$ cat config.mk
export PLATFORM = sky130hd
export DESIGN_NAME = tsmac_fir_seq
export DESIGN_NICKNAME = d
export VERILOG_FILES = /design/src/rtl/fir_seq_pkg.sv /design/src/rtl/fir_delay_line.sv /design/src/rtl/fir_coef_table.sv /design/src/rtl/fir_tap_sequencer.sv /design/src/rtl/tsmac_fir_seq.sv
export SDC_FILE = /design/constraint.sdc
export NUM_CORES = 2
export LEC_CHECK = 0
export BUFFER_PORTS_ARGS = -buffer_cell sky130_fd_sc_hd__buf_4
export CAP_MARGIN = 20
export CELL_PAD_IN_SITES_DETAIL_PLACEMENT = 1
export CELL_PAD_IN_SITES_GLOBAL_PLACEMENT = 2
export CORE_MARGIN = 1.5
export CORE_UTILIZATION = 35
export DETAILED_ROUTE_END_ITERATION = 12
export PLACE_DENSITY = 0.69
export SETUP_SLACK_MARGIN = 0.5
export SYNTH_ARGS = -nofsm -noshare
export SYNTH_HDL_FRONTEND = slang
export SYNTH_HIERARCHICAL = 1
export SYNTH_SLANG_ARGS = --single-unit
export TNS_END_PERCENT = 50
$ cat constraint.sdc
create_clock -name clk -period 142 [get_ports clk]
set_clock_uncertainty 0.2 [all_clocks]
set_input_delay 28.4 -clock clk [delete_from_list [all_inputs] [get_ports clk]]
set_output_delay 28.4 -clock clk [all_outputs]
set_load 0.03 [all_outputs]
$ cat src/rtl/fir_seq_pkg.sv
package fir_seq_pkg;

    typedef enum logic {
        ST_IDLE = 1'b0,
        ST_MAC  = 1'b1
    } seq_state_t;

    // Coefficient of tap k: a fixed ramp of odd values.
    function automatic logic [31:0] coef_value(input int unsigned k);
        return 32'(2 * k + 1);
    endfunction

endpackage

$ cat src/rtl/fir_delay_line.sv
module fir_delay_line #(
    parameter int WIDTH = 32,
    parameter int DEPTH = 63,
    localparam int IDX_W = $clog2(DEPTH)
) (
    input  logic             clk,
    input  logic             rst_n,
    input  logic             shift_en,
    input  logic [WIDTH-1:0] shift_in,
    input  logic [IDX_W-1:0] rd_idx,
    output logic [WIDTH-1:0] rd_data
);

    logic [WIDTH-1:0] words_q [DEPTH];

    for (genvar i = 0; i < DEPTH; i++) begin : g_stage
        always_ff @(posedge clk) begin
            if (!rst_n) begin
                words_q[i] <= '0;
            end else if (shift_en) begin
                if (i == 0) begin
                    words_q[i] <= shift_in;
                end else begin
                    words_q[i] <= words_q[i-1];
                end
            end
        end
    end

    always_comb begin
        rd_data = '0;
        for (int j = 0; j < DEPTH; j++) begin
            if (rd_idx == IDX_W'(j)) begin
                rd_data = words_q[j];
            end
        end
    end

endmodule

$ cat src/rtl/fir_coef_table.sv
module fir_coef_table #(
    parameter int WIDTH = 32,
    parameter int DEPTH = 63,
    localparam int IDX_W = $clog2(DEPTH)
) (
    input  logic [IDX_W-1:0] idx,
    output logic [WIDTH-1:0] coef
);
    import fir_seq_pkg::*;

    always_comb begin
        coef = '0;
        for (int j = 0; j < DEPTH; j++) begin
            if (idx == IDX_W'(j)) begin
                coef = WIDTH'(coef_value(j));
            end
        end
    end

endmodule

$ cat src/rtl/fir_tap_sequencer.sv
module fir_tap_sequencer #(
    parameter int WIDTH   = 32,
    parameter int TAPS    = 63,
    parameter int LATENCY = 5,
    localparam int IDX_W  = $clog2(TAPS),
    localparam int PH_W   = $clog2(LATENCY + 1)
) (
    input  logic             clk,
    input  logic             rst_n,
    input  logic             start,
    input  logic [WIDTH-1:0] mac_result,
    output logic             accept,
    output logic             busy,
    output logic [IDX_W-1:0] tap_idx,
    output logic [PH_W-1:0]  phase,
    output logic [WIDTH-1:0] acc,
    output logic [WIDTH-1:0] out_sample,
    output logic             out_valid
);
    import fir_seq_pkg::*;

    localparam logic [IDX_W-1:0] TAP_LAST = IDX_W'(TAPS - 1);
    localparam logic [PH_W-1:0]  PH_CAP   = PH_W'(LATENCY);

    seq_state_t state_q, state_nx;

    logic capture;
    assign capture = (state_q == ST_MAC) && (phase == PH_CAP);
    assign accept  = (state_q == ST_IDLE) && start;
    assign busy    = (state_q == ST_MAC);

    always_comb begin
        state_nx = state_q;
        unique case (state_q)
            ST_IDLE: if (start) state_nx = ST_MAC;
            ST_MAC:  if (capture && tap_idx == TAP_LAST) state_nx = ST_IDLE;
        endcase
    end

    always_ff @(posedge clk) begin
        if (!rst_n) begin
            state_q <= ST_IDLE;
        end else begin
            state_q <= state_nx;
        end
    end

    always_ff @(posedge clk) begin
        if (!rst_n) begin
            tap_idx    <= '0;
            phase      <= '0;
            acc        <= '0;
            out_sample <= '0;
            out_valid  <= 1'b0;
        end else begin
            out_valid <= 1'b0;
            unique case (state_q)
                ST_IDLE: begin
                    if (start) begin
                        acc     <= '0;
                        tap_idx <= '0;
                        phase   <= '0;
                    end
                end
                ST_MAC: begin
                    if (capture) begin
                        acc   <= mac_result;
                        phase <= '0;
                        if (tap_idx == TAP_LAST) begin
                            out_sample <= mac_result;
                            out_valid  <= 1'b1;
                        end else begin
                            tap_idx <= tap_idx + IDX_W'(1);
                        end
                    end else begin
                        phase <= phase + PH_W'(1);
                    end
                end
            endcase
        end
    end

endmodule

$ cat src/rtl/tsmac_fir_seq.sv
module tsmac_fir_seq #(
    parameter int WIDTH   = 32,
    parameter int TAPS    = 63,
    parameter int LATENCY = 5,
    localparam int IDX_W  = $clog2(TAPS),
    localparam int PH_W   = $clog2(LATENCY + 1)
) (
    input  logic             clk,
    input  logic             rst_n,
    input  logic [WIDTH-1:0] in_sample,
    input  logic             in_valid,
    output logic [WIDTH-1:0] out_sample,
    output logic             out_valid,
    output logic [WIDTH-1:0] mac_a,
    output logic [WIDTH-1:0] mac_b,
    output logic [WIDTH-1:0] mac_c,
    input  logic [WIDTH-1:0] mac_result
);

    logic             accept;
    logic             busy;
    logic [IDX_W-1:0] tap_idx;
    logic [PH_W-1:0]  phase;
    logic [WIDTH-1:0] acc;

    fir_tap_sequencer #(
        .WIDTH(WIDTH), .TAPS(TAPS), .LATENCY(LATENCY)
    ) u_seq (
        .clk        (clk),
        .rst_n      (rst_n),
        .start      (in_valid),
        .mac_result (mac_result),
        .accept     (accept),
        .busy       (busy),
        .tap_idx    (tap_idx),
        .phase      (phase),
        .acc        (acc),
        .out_sample (out_sample),
        .out_valid  (out_valid)
    );

    fir_delay_line #(
        .WIDTH(WIDTH), .DEPTH(TAPS)
    ) u_dline (
        .clk      (clk),
        .rst_n    (rst_n),
        .shift_en (accept),
        .shift_in (in_sample),
        .rd_idx   (tap_idx),
        .rd_data  (mac_a)
    );

    fir_coef_table #(
        .WIDTH(WIDTH), .DEPTH(TAPS)
    ) u_coef (
        .idx  (tap_idx),
        .coef (mac_b)
    );

    assign mac_c = acc;

endmodule

==> impl_metrics.yaml <==
status:
  status: "complete, no violations"
placed_design:
  dp.cells: 10800
  place_ws_ns: 105.81
  place.gp.congestion: 0.829
  portBuffers: 170
  hpwl_mm: 208
  place_area_um2: 99500
drt:
  wl_mm: 333
  via_per_inst: 6.01
  drcViolationCount: 0
  wl_per_cell_um: 29.7
  vias: 67300
  drt-initial-drc-count: 7782
  postRouteAntennaNets: 0
  dr.pass1.iters: 7
synthesis:
  synth_warnings: 6
  seq_area_frac_synth_pct: 65.4
  synth_common_cells: "2036 x and3_1, 2016 x edfxtp_1, 615 x clkbuf_1"
  ys.flop_type: "edfxtp_1"
  synthArstFlopShare_pct: 0
  synth-edff-count: 2016
  synth_cell_types: 90
  synth.most_common_cell: "and3_1"
  syn_area_um2: 94800
  postSynthRegisterBits: 2091
  synthCells: 7565
  synth.top_cell.area_share_pct: 63.9
  synth_top_area_cell: "edfxtp_1"
  synth.area.top_cells: "edfxtp_1 64%, and3_1 13%, clkbuf_1 2.4%, o22ai_1 1.9%, dfxtp_1 1.6%"
  avgSynthCellArea_um2: 12.5
run:
  max-cap-violations: 0
clock_tree:
  h-tree-depth: 4
  clk_pin_slew_ns: 0.06
  cts_buffers: 239
  clk_path_buf_depth: 4
  cts_tree: "built"
  clock-sinks: 2091
  ctsResizeCount: 0
  clock_latency_ns: 0.93
  postCtsSetupRepairBufs: 0
  postCtsHoldBufs: 0
  root_buffer: "clkbuf_16"
floorplan:
  rows: 190
  start_util_pct: 35.3
  die_x_um: 523
  die_area_um2: 274000
  core_area_um2: 269000
  fp.dieH_um: 523
  io_pins: 196
timing:
  relSlewSlack_pct: 22.1
  finalSetupTns_ns: 0
  fin_ws_ns: 106.67
  tightest_slew_ns: 1.16
  drv_slew: 0
  max_freq_mhz: 28.3
  grt_setup_unrepaired: "no"
  setup_viol: 0
  post-route-min-period_ns: 35.33
  fin_crit_sh_pct: 24.9
  hold_viol: 0
  whs_ns: 0.257
grt:
  antenna_found_initial: 21
  grt_pass1_vias: 67800
  grt_max_degree: 273
  grt_pass1_wl_mm: 487
  grt_use_total_pct: 23.6
  grt_overflow: 0
finish:
  stdcell_count: 11200
  drive_gt1_share_pct: 11.1
  fin_nets: 7534
  design_area_um2: 107000
  area_growth_pct: 12.6
power_and_ir_drop:
  p_leak_nw: 45.0
  max-vdd-ir-drop_mv: 0.00978
  p_per_area_nw_per_um2: 13.0
setup_path:
  cp.required_ns: 113.40
  cp_common_cell: "buf_4"
  cp-endpoint: "mac_a[26]"
  critPathArrivalTime_ns: 6.73
  cp_max_fo: 42
  critPathCaptureType: "primary output"
  r2r-start: "u_seq/busy"
  startpoint_type: "flip-flop"
  rr_endpoint: "u_dline/words_q[0][355]"
  worstSetupPathType: "flip-flop to primary output"
  r2r_slack_ns: 133.75
  cp-startpoint: "u_seq/tap_idx[0]"
  cpMaxStageDelayCell: "a22oi_1"
  ff2ff_path_depth: 8
  critical_path.cell_chain: "buf_4 -> buf_4 -> nor2_4 -> buf_12 -> nand2_1 -> nand2_1 -> nor4_1 -> o21ai_0 -> o32ai_1 -> o311ai_0 -> clkdlybuf4s18_2 -> buf_4 -> a22oi_1 -> buf_4"
  cp_slowest_stage_delay_ns: 0.79
hold_path:
  worstHoldPathCells: 2
  hold_path_class: "flip-flop to flip-flop"
-- critical path, delay by kind of cell (launching register included) --
| kind | cells | cell delay (ns) |
|---|---|---|
| buffers and inverters | 6 | 2.08 |
| and+or+nand+nor | 4 | 1.32 |
| DFF | 1 | 0.60 |
| AOI/OAI and AO/OA | 4 | 1.64 |
-- report_power, final --
| group | internal, mW | switching [mW] | total [mW] |
|---|---|---|---|
| Combinational | 0.0167 | 0.0489 | 0.0656 |
| Clock | 0.327 | 0.255 | 0.581 |
| Sequential | 0.722 | 0.0221 | 0.744 |
-- per-stage QoR --
stage	util [%]	power, mW
floorplan	-	0.877
global placement	37.0	0.817
detailed placement	37.0	0.821
CTS	39.7	1.40
global route	39.7	1.43
finish	39.7	1.39
-- cell families (layout without fill, tap and decap cells) --
| family | Yosys count | in the layout | synth area share, % |
|---|---|---|---|
| AOI/OAI and AO/OA | 1482 | 1482 | 10.5 |
| adders and majority gates | 4 | 4 | 0.0528 |
| buffers and inverters | 793 | 852 | 3.46 |
| DFF | 2091 | 2091 | 65.4 |
| muxes | 160 | 160 | 2.04 |
| other | 1 | 27 | 0.00396 |
| and+or+nand+nor | 3034 | 3034 | 18.5 |
-- layout make-up --
class	instances	area, µm²
tap	3552	4440
sequential	2091	62100
clock buffer	326	6480
fill	28000	162000
clock inverter	100	617
multi-input combinational	4705	29700
antenna	2	5.00
timing repair buffer	416	3350
inverter	10	47.5
-- per-layer routing --
metal  up-vias  global-route usage, %  share of wire [%]
met5         -                      0              0.035
met4        12                   7.07                3.0
met3       472                   3.08                5.7
met2      2187                   38.3                 47
met1     35100                   33.0                 44
li1      29500                      -                  -
-- sequential cells by signal (all words and copies together), names as in the netlist --
register	flops
u_seq/out_valid	1
u_seq/tap_idx	6
u_seq/phase	3
u_dline/words_q	2016
u_seq/acc	32
u_seq/busy	1
u_seq/out_sample	32
-- how the worst min path moves through the flow --
stage | startpoint | end | slack, ns
6_report | u_seq/out_sample[27] | u_seq/out_sample[27] | 0.26
5_1_grt | u_seq/out_sample[24] | u_seq/out_sample[24] | 0.27
4_1_cts | u_seq/out_sample[24] | u_seq/out_sample[24] | 0.26
3_5_place_dp | u_seq/out_sample[24] | u_seq/out_sample[24] | 0.24
3_3_place_gp | u_seq/out_sample[29] | u_seq/out_sample[29] | 0.24
2_1_floorplan | u_dline/words_q[0][190] | u_dline/words_q[0][222] | 0.34
-- cells in the final DEF (no fill, tap or decap), drive strengths merged, types with 95 or more instances in the layout --
cell type / count
nor2: 285
o22ai: 285
edfxtp: 2016
buf: 413
a22oi: 191
nand2: 286
nand3: 162
a21oi: 257
clkbuf: 328
and3: 2036
mux2i: 95
o21ai: 237
(Power assumes the default switching activity.)
